--- src/rtl/lrt_pkg.sv ---
package lrt_pkg;

    // Life cycle of one output port
    typedef enum logic [1:0] {
        PS_IDLE = 2'd0,
        PS_WAIT = 2'd1,
        PS_DEAD = 2'd2
    } port_state_e;

    localparam int unsigned DEFAULT_RETRIES = 3;

endpackage

--- src/rtl/lrt_port_fsm.sv ---
module lrt_port_fsm
    import lrt_pkg::*;
#(
    parameter int unsigned TMO_W = 8,
    parameter int unsigned CNT_W = 4
) (
    input  logic             clk,
    input  logic             rst_n,
    input  logic [TMO_W-1:0] cfg_timeout,
    input  logic [CNT_W-1:0] thresh,
    input  logic             send_req,
    input  logic             ack,
    output logic             busy,
    output logic             unsafe,
    output logic             resend,
    output logic             pkt_free
);

    typedef struct packed {
        port_state_e      st;
        logic [TMO_W-1:0] tmr;
        logic [CNT_W-1:0] tries;
        logic             resend;
        logic             free;
    } fsm_t;

    fsm_t s_d, s_q;

    logic             expire;
    logic [CNT_W:0]   tries_nx;
    logic [TMO_W:0]   tmr_inc;

    always_comb begin
        s_d        = s_q;
        s_d.resend = 1'b0;
        s_d.free   = 1'b0;
        tmr_inc    = {1'b0, s_q.tmr} + {{TMO_W{1'b0}}, 1'b1};
        expire     = (tmr_inc >= {1'b0, cfg_timeout});
        tries_nx   = {1'b0, s_q.tries} + {{CNT_W{1'b0}}, 1'b1};
        unique case (s_q.st)
            PS_IDLE: begin
                if (send_req) begin
                    s_d.st    = PS_WAIT;
                    s_d.tmr   = '0;
                    s_d.tries = '0;
                end
            end
            PS_WAIT: begin
                if (ack) begin
                    s_d.st    = PS_IDLE;
                    s_d.free  = 1'b1;
                    s_d.tries = '0;
                    s_d.tmr   = '0;
                end else if (expire) begin
                    s_d.tmr = '0;
                    if (tries_nx > {1'b0, thresh}) begin
                        s_d.st = PS_DEAD;
                    end else begin
                        s_d.tries  = tries_nx[CNT_W-1:0];
                        s_d.resend = 1'b1;
                    end
                end else begin
                    s_d.tmr = tmr_inc[TMO_W-1:0];
                end
            end
            default: begin
                s_d.st = PS_DEAD;
            end
        endcase
    end

    always_ff @(posedge clk) begin
        if (!rst_n) begin
            s_q <= '{st: PS_IDLE, tmr: '0, tries: '0, resend: 1'b0, free: 1'b0};
        end else begin
            s_q <= s_d;
        end
    end

    assign busy     = (s_q.st == PS_WAIT);
    assign unsafe   = (s_q.st == PS_DEAD);
    assign resend   = s_q.resend;
    assign pkt_free = s_q.free;

endmodule

--- src/rtl/lrt_thresh_reg.sv ---
module lrt_thresh_reg
    import lrt_pkg::*;
#(
    parameter int unsigned CNT_W = 4
) (
    input  logic             clk,
    input  logic             rst_n,
    input  logic             wr_en,
    input  logic [CNT_W-1:0] wr_val,
    output logic [CNT_W-1:0] thresh
);

    localparam logic [CNT_W-1:0] RST_VAL = CNT_W'(DEFAULT_RETRIES);

    typedef struct packed {
        logic [CNT_W-1:0] val;
    } thr_t;

    thr_t r_d, r_q;

    always_comb begin
        r_d = r_q;
        if (wr_en) begin
            r_d.val = wr_val;
        end
    end

    always_ff @(posedge clk) begin
        if (!rst_n) begin
            r_q.val <= RST_VAL;
        end else begin
            r_q <= r_d;
        end
    end

    assign thresh = r_q.val;

endmodule

--- src/rtl/lrt_pen_table.sv ---
module lrt_pen_table #(
    parameter int unsigned N_PORTS = 4,
    parameter int unsigned PEN_W   = 4
) (
    input  logic                     clk,
    input  logic                     rst_n,
    input  logic [N_PORTS-1:0]       upd_vld,
    input  logic [N_PORTS*PEN_W-1:0] upd_val,
    output logic [N_PORTS*PEN_W-1:0] table_out
);

    typedef struct packed {
        logic [N_PORTS-1:0][PEN_W-1:0] ent;
    } pen_t;

    pen_t t_d, t_q;

    always_comb begin
        t_d = t_q;
        for (int p = 0; p < N_PORTS; p++) begin
            if (upd_vld[p]) begin
                t_d.ent[p] = upd_val[p*PEN_W +: PEN_W];
            end
        end
    end

    always_ff @(posedge clk) begin
        if (!rst_n) begin
            t_q <= '0;
        end else begin
            t_q <= t_d;
        end
    end

    assign table_out = t_q.ent;

endmodule

--- src/rtl/link_retry_tracker.sv ---
module link_retry_tracker
    import lrt_pkg::*;
#(
    parameter int unsigned N_PORTS = 4,
    parameter int unsigned TMO_W   = 8,
    parameter int unsigned CNT_W   = 4,
    parameter int unsigned PEN_W   = 4
) (
    input  logic                     clk,
    input  logic                     rst_n,
    input  logic [TMO_W-1:0]         cfg_timeout,
    input  logic                     thr_wr_en,
    input  logic [CNT_W-1:0]         thr_wr_val,
    input  logic [N_PORTS-1:0]       send_req,
    input  logic [N_PORTS-1:0]       ack,
    input  logic [N_PORTS-1:0]       nbr_pen_vld,
    input  logic [N_PORTS*PEN_W-1:0] nbr_pen,
    output logic [N_PORTS-1:0]       busy,
    output logic [N_PORTS-1:0]       pkt_free,
    output logic [N_PORTS-1:0]       resend,
    output logic [N_PORTS-1:0]       unsafe_mask,
    output logic [N_PORTS*PEN_W-1:0] pen_tbl
);

    logic [CNT_W-1:0] thresh;

    lrt_thresh_reg #(.CNT_W(CNT_W)) u_thr (
        .clk    (clk),
        .rst_n  (rst_n),
        .wr_en  (thr_wr_en),
        .wr_val (thr_wr_val),
        .thresh (thresh)
    );

    for (genvar p = 0; p < N_PORTS; p++) begin : g_port
        lrt_port_fsm #(.TMO_W(TMO_W), .CNT_W(CNT_W)) u_fsm (
            .clk         (clk),
            .rst_n       (rst_n),
            .cfg_timeout (cfg_timeout),
            .thresh      (thresh),
            .send_req    (send_req[p]),
            .ack         (ack[p]),
            .busy        (busy[p]),
            .unsafe      (unsafe_mask[p]),
            .resend      (resend[p]),
            .pkt_free    (pkt_free[p])
        );
    end

    lrt_pen_table #(.N_PORTS(N_PORTS), .PEN_W(PEN_W)) u_pen (
        .clk       (clk),
        .rst_n     (rst_n),
        .upd_vld   (nbr_pen_vld),
        .upd_val   (nbr_pen),
        .table_out (pen_tbl)
    );

endmodule

--- config.mk ---
export PLATFORM = sky130hd
export DESIGN_NAME = link_retry_tracker
export DESIGN_NICKNAME = d
export VERILOG_FILES = /design/src/rtl/lrt_pkg.sv /design/src/rtl/lrt_port_fsm.sv /design/src/rtl/lrt_thresh_reg.sv /design/src/rtl/lrt_pen_table.sv /design/src/rtl/link_retry_tracker.sv
export SDC_FILE = /design/constraint.sdc
export NUM_CORES = 1
export LEC_CHECK = 0
export ABC_CLOCK_PERIOD_IN_PS = 2950
export BUFFER_PORTS_ARGS = -buffer_cell sky130_fd_sc_hd__buf_2
export CAP_MARGIN = 20
export CORE_MARGIN = 5
export CORE_UTILIZATION = 47
export CTS_CLUSTER_SIZE = 30
export DETAILED_ROUTE_END_ITERATION = 10
export MAX_ROUTING_LAYER = met4
export PLACE_DENSITY = 0.68
export REMOVE_ABC_BUFFERS = 1
export SYNTH_ARGS = -nofsm -noshare
export SYNTH_HDL_FRONTEND = slang
export SYNTH_SLANG_ARGS = --single-unit
--- constraint.sdc ---
create_clock -name clk -period 2.95 [get_ports clk]
set_input_delay 0.885 -clock clk [delete_from_list [all_inputs] [get_ports clk]]
set_output_delay 0.885 -clock clk [all_outputs]
set_load 0.005 [all_outputs]
==> impl_metrics.tcl <==
set metrics [dict create \
    status "completed" \
    viasPerCell 5.542 \
    hold_violations 0 \
    grt_pass1_vias 4338 \
    die_w_um 115.7 \
    power_frac_comb 0.128 \
    r2r-start "g_port[2].u_fsm.s_q[7]$_SDFFE_PN0P_" \
    syn2layout_area_growth_pct 13.00 \
    ys.warnings.count 0 \
    cp_common_cell "and3_4" \
    critPathLaunchType "flop" \
    drc 0 \
    dr.pass1.iters 4 \
    synth.distinct_cells 69 \
    clk_pin_slew_ns 0.09 \
    gp_congestion 0.8599 \
    synth_top_cell_area_share 0.3200 \
    slew_viol_final 0 \
    synth_top_cell_by_area "dfxtp_1" \
    crit_slowest_cell "dfxtp_1" \
    fin_hold_ws_ns 0.4944 \
    wl_um 11800 \
    p_int_w 0.001702 \
    syn-cell-area_sq_um 5255 \
    crit_type "flop to flop" \
    num-nets-final 747 \
    cpPeakStageDelay_ns 0.36 \
    start_util 0.4826 \
    layout_worst_path_cycle_share 0.9523 \
    dp_hpwl_um 9048 \
    fmax_ghz 0.3559 \
    grt_antenna_before_repair 0 \
    vdd_drop_max_uv 334.0 \
    cp_cell_sequence "and3_4 > and3_2 > nand3_1 > xnor2_2 > ha_1 > and3_1 > a221oi_2 > o211ai_1 > and3_4 > a21boi_1 > a21o_1" \
    timing.rr.end "g_port[2].u_fsm.s_q[4]$_SDFFE_PN0P_" \
    leakagePower_nw 2.816 \
    wl_per_cell_um 14.90 \
    hold_start "g_port[2].u_fsm.s_q[8]$_SDFFE_PN0P_" \
    cts_root_buf "clkbuf_8" \
    hp-class "flop to flop" \
    clockPowerShare 0.365 \
    diodes 0 \
    drive_above_1_share 0.2132 \
    io_pins 75 \
    port-buffer-count 74 \
    worstSetupEndpointType "flop" \
    grtUsageTotal 0.1879 \
    fin_skew_ns 0.01119 \
    overflow 0 \
    setup_viol 0 \
    die_area_sq_um 13400 \
    drtAntennaViolNets 0 \
    synth_edf_count 0 \
    critPathRequiredTime_ns 3.23 \
    relSlewSlack 0.6469 \
    grt_max_degree 29 \
    synthTopCellsByArea "dfxtp_1 32%, ha_1 13%, mux2i_1 4.0%" \
    syn_avg_cell_area_sq_um 8.968 \
    cts_tree "yes" \
    power.switching_w 0.0006259 \
    cp.arrival_ns 3.09 \
    power_density_nw_per_um2 392.0 \
    fp-row-count 38 \
    synth_common_cells "84 x dfxtp_1, 56 x ha_1, 49 x nor2_1" \
    p_sw_frac 0.2688 \
    layout_min_cycle_time_ns 2.809 \
    seqPwrFrac 0.507 \
    dp_cells 775 \
    crit_start "g_port[2].u_fsm.s_q[7]$_SDFFE_PN0P_" \
    ys.flop_type "dfxtp_1" \
    worst_pin_slew_ns 0.5297 \
    core_sq_um 10890 \
    first_iter_violations 237 \
    vias 4389 \
    rrSetupSlack_ns 0.14 \
    numCtsBuffers 9 \
    ctsHtreeMaxLevel 3 \
    grt_pass1_wl_um 19760 \
    hold_path_depth 2 \
    synth_most_common_cell "dfxtp_1" \
    cts.sink_count 84 \
    synth-seq-cells 84 \
    ff2ff_path_depth 11 \
    path_max_fanout 5 \
    async_reset_ff_frac 0 \
    die_h_um 115.7 \
    hold_end "g_port[2].u_fsm.s_q[8]$_SDFFE_PN0P_" \
    synthCells 586 \
    ys_seq_area_frac 0.3200 \
    maxCapViolCount 0 \
    max-clock-path-buffers 2 \
    insertion_delay_ns 0.37 \
    layoutNonFillerInstCount 792 \
]
==> worst max-delay path: cells and delay by family, from the launching register on <==
family | cells | cell delay [ns]
fa+ha+maj | 1 | 0.31
flops | 1 | 0.36
xor+xnor | 1 | 0.17
simple gates | 5 | 1.03
compound gates | 4 | 0.85
==> power by group through the flow <==
stage / Sequential, W / Clock (W) / Combinational (W)
floorplan: 0.00120 / 0 / 0.000167
global placement: 0.00120 / 0 / 0.000284
detailed placement: 0.00121 / 0 / 0.000294
CTS: 0.00118 / 0.000881 / 0.000295
global route: 0.00119 / 0.000926 / 0.000333
finish: 0.00118 / 0.000851 / 0.000297
==> layout by cell type (no fill, tap or decap), types with 13 or more instances in the layout <==
cell / Yosys / layout
xor2_1: 16 / 16
o21ai_0: 20 / 20
o21a_1: 13 / 13
buf_4: 17 / 15
a22oi_1: 13 / 13
nor2b_1: 28 / 28
and3_1: 17 / 14
ha_1: 56 / 55
nor2_1: 49 / 49
mux2i_1: 21 / 21
nand3_1: 23 / 23
nand2_1: 30 / 30
dfxtp_1: 84 / 82
a21oi_1: 23 / 23
inv_1: 17 / 17
buf_2: 5 / 74
==> per-stage QoR <==
stage	TNS, ns	setup WS [ns]	utilization	instance area (sq um)	total power, W
6_report	0	0.1406	0.5454	5938	0.002328
5_1_grt	-0.1341	-0.06367	0.5454	5938	0.002444
4_1_cts	0	0.0001041	0.5405	5884	0.002357
3_5_place_dp	0	0.04497	0.5222	5685	0.001501
3_3_place_gp	0	0.1755	0.5222	5685	0.001489
2_1_floorplan	0	0.3809	-	5042	0.001372
==> how the worst max path moves through the flow <==
stage | endpoint | slack [ns] | depth (start not counted)
final | g_port[2].u_fsm.s_q[4]$_SDFFE_PN0P_ | 0.14 | 11
after detailed placement | g_port[2].u_fsm.s_q[9]$_SDFFE_PN0P_ | 0.04 | 11
after global routing | g_port[2].u_fsm.s_q[15]$_SDFFE_PN0P_ | -0.06 | 11
after global placement | g_port[0].u_fsm.s_q[3]$_SDFFE_PN0P_ | 0.18 | 9
after floorplan | g_port[2].u_fsm.s_q[9]$_SDFFE_PN0P_ | 0.38 | 11
after CTS | g_port[2].u_fsm.s_q[9]$_SDFFE_PN0P_ | 0.0001 | 11
==> sequential cells by signal, indices dropped and copies added, names as in the netlist <==
| name | count |
|---|---|
| g_port.u_fsm.s_q | 56 |
| u_pen.table_out | 16 |
| g_port.u_fsm.pkt_free | 4 |
| g_port.u_fsm.resend | 4 |
| u_thr.thresh | 4 |
==> routing by layer <==
metal  share of wire  up-vias  track usage
met5               0        -            -
met2            0.49       88       0.3133
met1            0.45     2066       0.2239
li1                -     2221            -
met3           0.046       14      0.05013
met4           0.012        0      0.05414
==> cell families (layout without fill, tap and decap cells) <==
| family | Yosys count | count (layout) | synth area share |
|---|---|---|---|
| AND/OR/NAND/NOR | 203 | 203 | 0.2110 |
| buffers and inverters | 55 | 121 | 0.05262 |
| adder cells (fa/ha/maj) | 56 | 56 | 0.1333 |
| AO/OA/AOI/OAI | 136 | 136 | 0.1905 |
| multiplexers | 23 | 23 | 0.04429 |
| flip-flops | 84 | 84 | 0.3200 |
| XOR/XNOR | 29 | 29 | 0.04833 |
==> area by class of cell <==
class / count / area, sq um
clock buffer: 10 / 137.6
clock inverter: 5 / 61.31
fill: 993 / 4950
inverter: 17 / 63.81
multi-input combinational: 447 / 3333
sequential: 84 / 1684
tap: 140 / 175.2
timing repair buffer: 89 / 483.0
==> repair_timing <==
action,CTS,global route
setup endpoints to repair,0,19
gates resized for setup,0,11
hold buffers,0,0
buffers inserted,0,2
endpoints found under the hold margin,0,0
Note: power is estimated with default switching activity, not from simulation.
